`src/rtl/skipseq_pkg.sv`:
```
// Shared constants and helpers for the compare-and-skip PC sequencer.
// Assumes a 16-bit instruction word with the opcode in the top six bits.
package skipseq_pkg;
    localparam int INSTR_W  = 16;
    localparam int SEL_W    = 5;
    localparam int OPC_W    = 6;
    localparam logic [OPC_W-1:0] CMP_SKIP_OPC = 6'b000100;
    localparam int SKIP_CNT_W = 2;

    // True when the word carries the compare-and-skip opcode.
    function automatic logic is_cmp_skip(input logic [INSTR_W-1:0] w);
        return w[INSTR_W-1 -: OPC_W] == CMP_SKIP_OPC;
    endfunction
endpackage

```
`src/rtl/skipseq_decode.sv`:
```
// Decoder: extracts the two register selects and flags the opcode.
// Assumes the split select layout: bit 8 tops the first select, bit 9 the second.
module skipseq_decode
    import skipseq_pkg::*;
(
    input  logic [INSTR_W-1:0] word,
    output logic               is_cmp,
    output logic [SEL_W-1:0]   sel_a,
    output logic [SEL_W-1:0]   sel_b
);
    // Purpose: slice out selects and opcode match.
    always_comb begin
        is_cmp = is_cmp_skip(word);
        sel_a  = {word[8], word[7:4]};
        sel_b  = {word[9], word[3:0]};
    end
endmodule

```
`src/rtl/skipseq_compare.sv`:
```
// Equality comparator built from per-bit match cells.
// Assumes both operands are presented in the same cycle as the decode.
module skipseq_compare #(
    parameter int DATA_W = 8
) (
    input  logic [DATA_W-1:0] a,
    input  logic [DATA_W-1:0] b,
    output logic              equal
);
    logic [DATA_W-1:0] bit_match;

    for (genvar i = 0; i < DATA_W; i++) begin : g_bit
        // Purpose: one bit-position match.
        assign bit_match[i] = ~(a[i] ^ b[i]);
    end

    // Purpose: all positions must match.
    assign equal = &bit_match;
endmodule

```
`src/rtl/skipseq_pcreg.sv`:
```
// Program counter register: steps one word per clock, wraps at 2^PC_W.
// Assumes the fetch side presents the word at pc every cycle.
module skipseq_pcreg #(
    parameter int PC_W = 16
) (
    input  logic            clk,
    input  logic            rst_n,
    output logic [PC_W-1:0] pc
);
    localparam logic [PC_W-1:0] PC_STEP = PC_W'(1);

    // Purpose: reset to 0, otherwise step by one word.
    always_ff @(posedge clk) begin
        if (!rst_n) pc <= '0;
        else        pc <= pc + PC_STEP;
    end

    AST_PC_STEP: assert property (@(posedge clk) disable iff (!rst_n)
        $past(rst_n) |-> pc == PC_W'($past(pc) + PC_STEP));
endmodule

```
`src/rtl/skipseq_skipctl.sv`:
```
// Skip controller: counts the words to squash after an equal compare.
// Assumes hit is never raised while squash is high (the top gates it).
module skipseq_skipctl
    import skipseq_pkg::*;
(
    input  logic clk,
    input  logic rst_n,
    input  logic hit,
    input  logic next_long,
    output logic squash
);
    localparam logic [SKIP_CNT_W-1:0] SKIP_SHORT = SKIP_CNT_W'(1);
    localparam logic [SKIP_CNT_W-1:0] SKIP_LONG  = SKIP_CNT_W'(2);

    logic [SKIP_CNT_W-1:0] remain;

    // Purpose: load the skip length on a hit, count it down otherwise.
    always_ff @(posedge clk) begin
        if (!rst_n)           remain <= '0;
        else if (hit)         remain <= next_long ? SKIP_LONG : SKIP_SHORT;
        else if (remain != 0) remain <= remain - SKIP_CNT_W'(1);
    end

    // Purpose: any outstanding skipped word is squashed.
    assign squash = (remain != '0);

    AST_SKIP_ONE: assert property (@(posedge clk) disable iff (!rst_n)
        (hit && !next_long) |=> (squash ##1 !squash));
    AST_SKIP_TWO: assert property (@(posedge clk) disable iff (!rst_n)
        (hit && next_long) |=> (squash ##1 squash ##1 !squash));
endmodule

```
`src/rtl/skip_pc_sequencer.sv`:
```
// Top: PC sequencer for compare-and-skip-if-equal.
// Assumes register data for rd_sel/rr_sel and the two-word flag of the
// following instruction arrive combinationally in the same cycle.
module skip_pc_sequencer
    import skipseq_pkg::*;
#(
    parameter int PC_W   = 16,
    parameter int DATA_W = 8
) (
    input  logic               clk,
    input  logic               rst_n,
    input  logic [INSTR_W-1:0] instr_word,
    input  logic [DATA_W-1:0]  rd_data,
    input  logic [DATA_W-1:0]  rr_data,
    input  logic               next_two_word,
    output logic [PC_W-1:0]    pc,
    output logic [SEL_W-1:0]   rd_sel,
    output logic [SEL_W-1:0]   rr_sel,
    output logic               squash,
    output logic               busy
);
    logic is_cmp;
    logic equal;
    logic hit;

    skipseq_decode u_decode (
        .word   (instr_word),
        .is_cmp (is_cmp),
        .sel_a  (rd_sel),
        .sel_b  (rr_sel)
    );

    skipseq_compare #(.DATA_W(DATA_W)) u_compare (
        .a     (rd_data),
        .b     (rr_data),
        .equal (equal)
    );

    skipseq_pcreg #(.PC_W(PC_W)) u_pcreg (
        .clk   (clk),
        .rst_n (rst_n),
        .pc    (pc)
    );

    skipseq_skipctl u_skipctl (
        .clk       (clk),
        .rst_n     (rst_n),
        .hit       (hit),
        .next_long (next_two_word),
        .squash    (squash)
    );

    // Purpose: a squashed word is not decoded; only live equal compares skip.
    assign hit  = is_cmp && equal && !squash;
    // Purpose: busy spans the resolving cycle and all squashed cycles.
    assign busy = hit || squash;

    AST_RESET_CLEAR: assert property (@(posedge clk)
        !rst_n |=> (pc == '0 && !squash));
    AST_NO_SKIP_ON_MISS: assert property (@(posedge clk) disable iff (!rst_n)
        (!busy) |=> !squash);
    AST_SQUASH_NO_RESTART: assert property (@(posedge clk) disable iff (!rst_n)
        (squash && $past(squash) && $past(rst_n)) |=> !squash);
endmodule

```
`config.mk`:
```
export PLATFORM = sky130hd
export DESIGN_NAME = skip_pc_sequencer
export DESIGN_NICKNAME = d
export VERILOG_FILES = /design/src/rtl/skipseq_pkg.sv /design/src/rtl/skipseq_decode.sv /design/src/rtl/skipseq_compare.sv /design/src/rtl/skipseq_pcreg.sv /design/src/rtl/skipseq_skipctl.sv /design/src/rtl/skip_pc_sequencer.sv
export SDC_FILE = /design/constraint.sdc
export NUM_CORES = 1
export LEC_CHECK = 0
export ABC_AREA = 1
export BUFFER_PORTS_ARGS = -buffer_cell sky130_fd_sc_hd__buf_2
export CORE_MARGIN = 4
export CORE_UTILIZATION = 35
export CTS_BUF_LIST = sky130_fd_sc_hd__clkbuf_4 sky130_fd_sc_hd__clkbuf_8
export DETAILED_ROUTE_END_ITERATION = 8
export PLACE_DENSITY = 0.67
export SYNTH_ARGS = -nofsm -noshare
export SYNTH_HDL_FRONTEND = slang
export SYNTH_SLANG_ARGS = --single-unit
```
`constraint.sdc`:
```
create_clock -name clk -period 1.7 [get_ports clk]
set_input_delay 0 -clock clk [delete_from_list [all_inputs] [get_ports clk]]
set_output_delay 0 -clock clk [all_outputs]
set_load 0.005 [all_outputs]
```
==> run summary <==
The tools report the synthesized instance count as 158. The pre-antenna-repair detailed-routing pass consisted of 4 iterations. The area share of the largest cell type after synthesis is 0.338. The synthesized netlist contains 27 unique library cells. The share of flip-flops with an asynchronous set or reset after synthesis came out at 0. The tools report the endpoint of the worst hold path as rd_sel[3].

The area of the die is 0.00400 sq mm. Subtracting the final worst setup slack from the clock period gives 1.47 ns. Sequential share of power: 0.477. The start point of the critical path is u_pcreg.pc[0].

The synthesized design contains 0 enable-type register cells. Startpoint type of the worst setup path: a register. The tools report the top achievable clock speed as 0.678 GHz. The root buffer cell chosen for the clock tree is sky130_fd_sc_hd__clkbuf_4.

TritonCTS built the clock tree. Total of max-cap violations: 0. The total net switching power was 280 uW.

In this run, the number of DRC markers left after iteration 0 of detailed routing was 34. The number of setup buffers added after CTS is 0. Counting cells, the worst reg-to-reg path comes to 7. The leading register cell type out of synthesis was sky130_fd_sc_hd__dfxtp_1.

After filler insertion, the fill cell instance count of the layout stands at 289. For this design the top-level I/O count stands at 63. The type of the tightest min-delay check was input pin to output port.

The layout cell share with drive strength beyond 1 works out to 0.304. The largest total area in the synthesized netlist belongs to sky130_fd_sc_hd__dfxtp_1. Ranked by instance count, the synthesized netlist is headed by sky130_fd_sc_hd__nand2_1 (29), sky130_fd_sc_hd__inv_1 (28), sky130_fd_sc_hd__nor2_1 (26), sky130_fd_sc_hd__dfxtp_1 (18). The design draws 976 uW. After synthesis the cells add up to 0.00107 sq mm. The via count of the first global-routing pass is 940, and the switching fraction of total power is 0.287. In this run the worst path has a maximum fanout of 4. For the worst setup path, the data required time is 1.90 ns. The number of nets in the synthesized netlist was 195. After the last flow step, the layout net total stands at 232. The tree built by TritonCTS fans out to 18 sinks.

The actual slew at the worst max-slew pin is 0.396 ns, and the part of the power in the clock network is 0.268. The internal portion of the total power is 696 uW. After synthesis, the cell types taking the most area are sky130_fd_sc_hd__dfxtp_1 (34%), sky130_fd_sc_hd__nand2_1 (10%), sky130_fd_sc_hd__inv_1 (9.8%). The maximum level of the CTS H-tree is 1, and the chip height is 63.2 um. The total routing resource utilization after global routing was 0.114; the clock network latency to the later pin of the worst-skew pair was 0.29 ns. Setup violations remaining at the end of the flow were counted as 0. The count of pins over their slew limit was 0. The chip width was 63.2 um.

The type of the setup path with the least slack was register to register. The wire-length estimate of the detail-placed layout is 1760 um. Setup total negative slack on the finished layout was measured at 0 ns. The number of buffers created by CTS was 3; the total placed instance area was 0.00124 sq mm. For this design the ratio of total power to cell area is 761 mW/mm^2. Power share of the combinational group: 0.254. After detailed routing, the number of vias per cell comes to 4.42. The area growth from synthesis to layout is 20.3%.

Clock-pin slew was measured on the worst setup and hold paths at 0.10 ns. The logs give 0.377 for the effective utilization at floorplan and 0.000740 uW for the static leakage. After global routing the overflow that remains totals 0. Entering global routing, the biggest net connects 12 pins. The ratio of final minimum period to clock period works out to 0.867. The count of antenna diodes in the layout was 0; the arrival time at the worst endpoint was 1.68 ns. For the first-pass GRT wire length, the log shows 3780 um. The DRC violation count after routing came out at 0.

In the post-synthesis netlist, the cell with the most instances is sky130_fd_sc_hd__nand2_1. The endpoint of the most critical register-to-register path was u_pcreg.pc[12]. The maximum ir drop on the vdd rail is 0.000395 V. No sink is reached through more buffers than the 2 on the longest clock path. The routed wire length per instance works out to 9.43 um. Count of vias placed by the detailed router: 994. The startpoint identified for the worst hold timing path is instr_word[7]. The number of warnings issued by yosys was 0. Across the routed clock network, the largest skew measured is 0.00790 ns.

The number of antenna violations at the first check in global routing was 0. The reg2reg setup slack was 0.23 ns; the post-synthesis area per instance was 6.75 sq um. The run finished with clean final reports. Setup repair after global routing left no endpoint under its margin. The congestion estimate from routability-driven global placement came to 0.803. The beginning of the worst register-to-register path was u_pcreg.pc[0].

The worst slew margin relative to its limit is 0.735, and the site row count is 19. Buffers placed on the I/O ports in this run total 42. The core area is 0.00283 sq mm, and the hold violation count in the final report is 0. After detailed routing, the total wire length is 2120 um. The number of cells on the worst hold path is 0. The remaining antenna violation count after routing came out at 0. The final design area excluding fillers was 0.00128 sq mm. The number of register bits inferred by synthesis is 18. Kind of end point of the critical path: a register.

In this run, post-CTS repair resized a total of 0 instances. The run gives 0.338 as the sequential share of the synthesized area.
==> layout make-up <==
cell class	instances	area, sq um	share of cell area
Tap cell	31	38.8	0.0302
Clock buffer	4	36.3	0.0283
Multi-Input combinational cell	100	519	0.404
Inverter	29	109	0.0848
Timing Repair Buffer	43	220	0.172
Sequential cell	18	360	0.281
==> metrics by stage <==
step / hold slack (ns) / util / worst slack (ns) / cells
6_report: 0.00000200 / 0.454 / 0.226 / 225
5_1_grt: 0.00000797 / 0.454 / 0.0300 / 225
4_1_cts: 0.0000601 / 0.454 / 0.215 / 225
3_5_place_dp: 0.0000601 / 0.437 / 0.219 / 220
3_3_place_gp: 0.0000601 / 0.437 / 0.276 / 220
2_1_floorplan: 0.0808 / - / 0.312 / 158
==> logic make-up after synthesis <==
| logic type | share of synthesized area |
|---|---|
| and+or+nand+nor | 0.349 |
| buffers and inverters | 0.176 |
| AOI/OAI and AO/OA | 0.0973 |
| DFF | 0.338 |
| xor gates and xnor gates | 0.0164 |
| adders and majority gates | 0.0234 |
==> worst max-delay path by stage <==
| stage | endpoint | slack, ns | depth (start not counted) |
|---|---|---|---|
| 2_1_floorplan | u_pcreg.pc[12] | 0.31 | 7 |
| 3_3_place_gp | u_pcreg.pc[14] | 0.28 | 7 |
| 3_5_place_dp | u_pcreg.pc[12] | 0.22 | 7 |
| 5_1_grt | u_pcreg.pc[14] | 0.03 | 7 |
| 4_1_cts | u_pcreg.pc[12] | 0.21 | 7 |
| 6_report | u_pcreg.pc[12] | 0.23 | 7 |
==> power groups by stage <==
| stage | clock, uW | sequential [uW] | combinational (uW) |
|---|---|---|---|
| 2_1_floorplan | 0 | 474 | 175 |
| 3_3_place_gp | 0 | 475 | 247 |
| 3_5_place_dp | 0 | 476 | 248 |
| 6_report | 262 | 466 | 248 |
| 4_1_cts | 275 | 466 | 250 |
| 5_1_grt | 299 | 470 | 287 |
==> routing by layer <==
metal  vias to the layer above  part of all wire  global-route usage
li1                        553                 -                   -
met1                       416              0.44               0.139
met2                        21              0.48               0.186
met3                         4             0.066              0.0462
met4                         0            0.0090              0.0323
met5                         -                 0                   0
==> state kept, by name, indices dropped and copies added (netlist names) <==
signal / cells
u_skipctl.remain: 2
u_pcreg.pc: 16
==> layout by cell type, fill, tap and decap left out, types with 2 or more instances in the layout <==
| master | synthesis | routed |
|---|---|---|
| sky130_fd_sc_hd__nor2_1 | 26 | 26 |
| sky130_fd_sc_hd__nor2_2 | 2 | 2 |
| sky130_fd_sc_hd__ha_1 | 2 | 2 |
| sky130_fd_sc_hd__o21ai_0 | 6 | 6 |
| sky130_fd_sc_hd__nand2_2 | 2 | 2 |
| sky130_fd_sc_hd__nand2_1 | 29 | 29 |
| sky130_fd_sc_hd__o21ai_1 | 2 | 2 |
| sky130_fd_sc_hd__buf_2 | 0 | 42 |
| sky130_fd_sc_hd__a21oi_1 | 10 | 10 |
| sky130_fd_sc_hd__inv_1 | 28 | 28 |
| sky130_fd_sc_hd__nor3_4 | 2 | 2 |
| sky130_fd_sc_hd__dfxtp_1 | 18 | 18 |
| sky130_fd_sc_hd__nand3_1 | 4 | 4 |
| sky130_fd_sc_hd__clkbuf_4 | 0 | 3 |
| sky130_fd_sc_hd__nor3_1 | 4 | 4 |
==> what timing repair did <==
action,4_1_cts,5_1_grt
setup endpoints to repair,0,0
hold buffers,1,0
endpoints found under the hold margin,4,0
==> critical path, stage by stage, from the launching register on <==
cell                      delay, ns
sky130_fd_sc_hd__dfxtp_1       0.41
sky130_fd_sc_hd__ha_1          0.20
sky130_fd_sc_hd__nand2_2       0.08
sky130_fd_sc_hd__nor3_4        0.21
sky130_fd_sc_hd__and3_4        0.25
sky130_fd_sc_hd__nand2_4       0.06
sky130_fd_sc_hd__o21ai_1       0.12
sky130_fd_sc_hd__nor2_1        0.05
No activity file was read; power rests on OpenSTA's default activity.
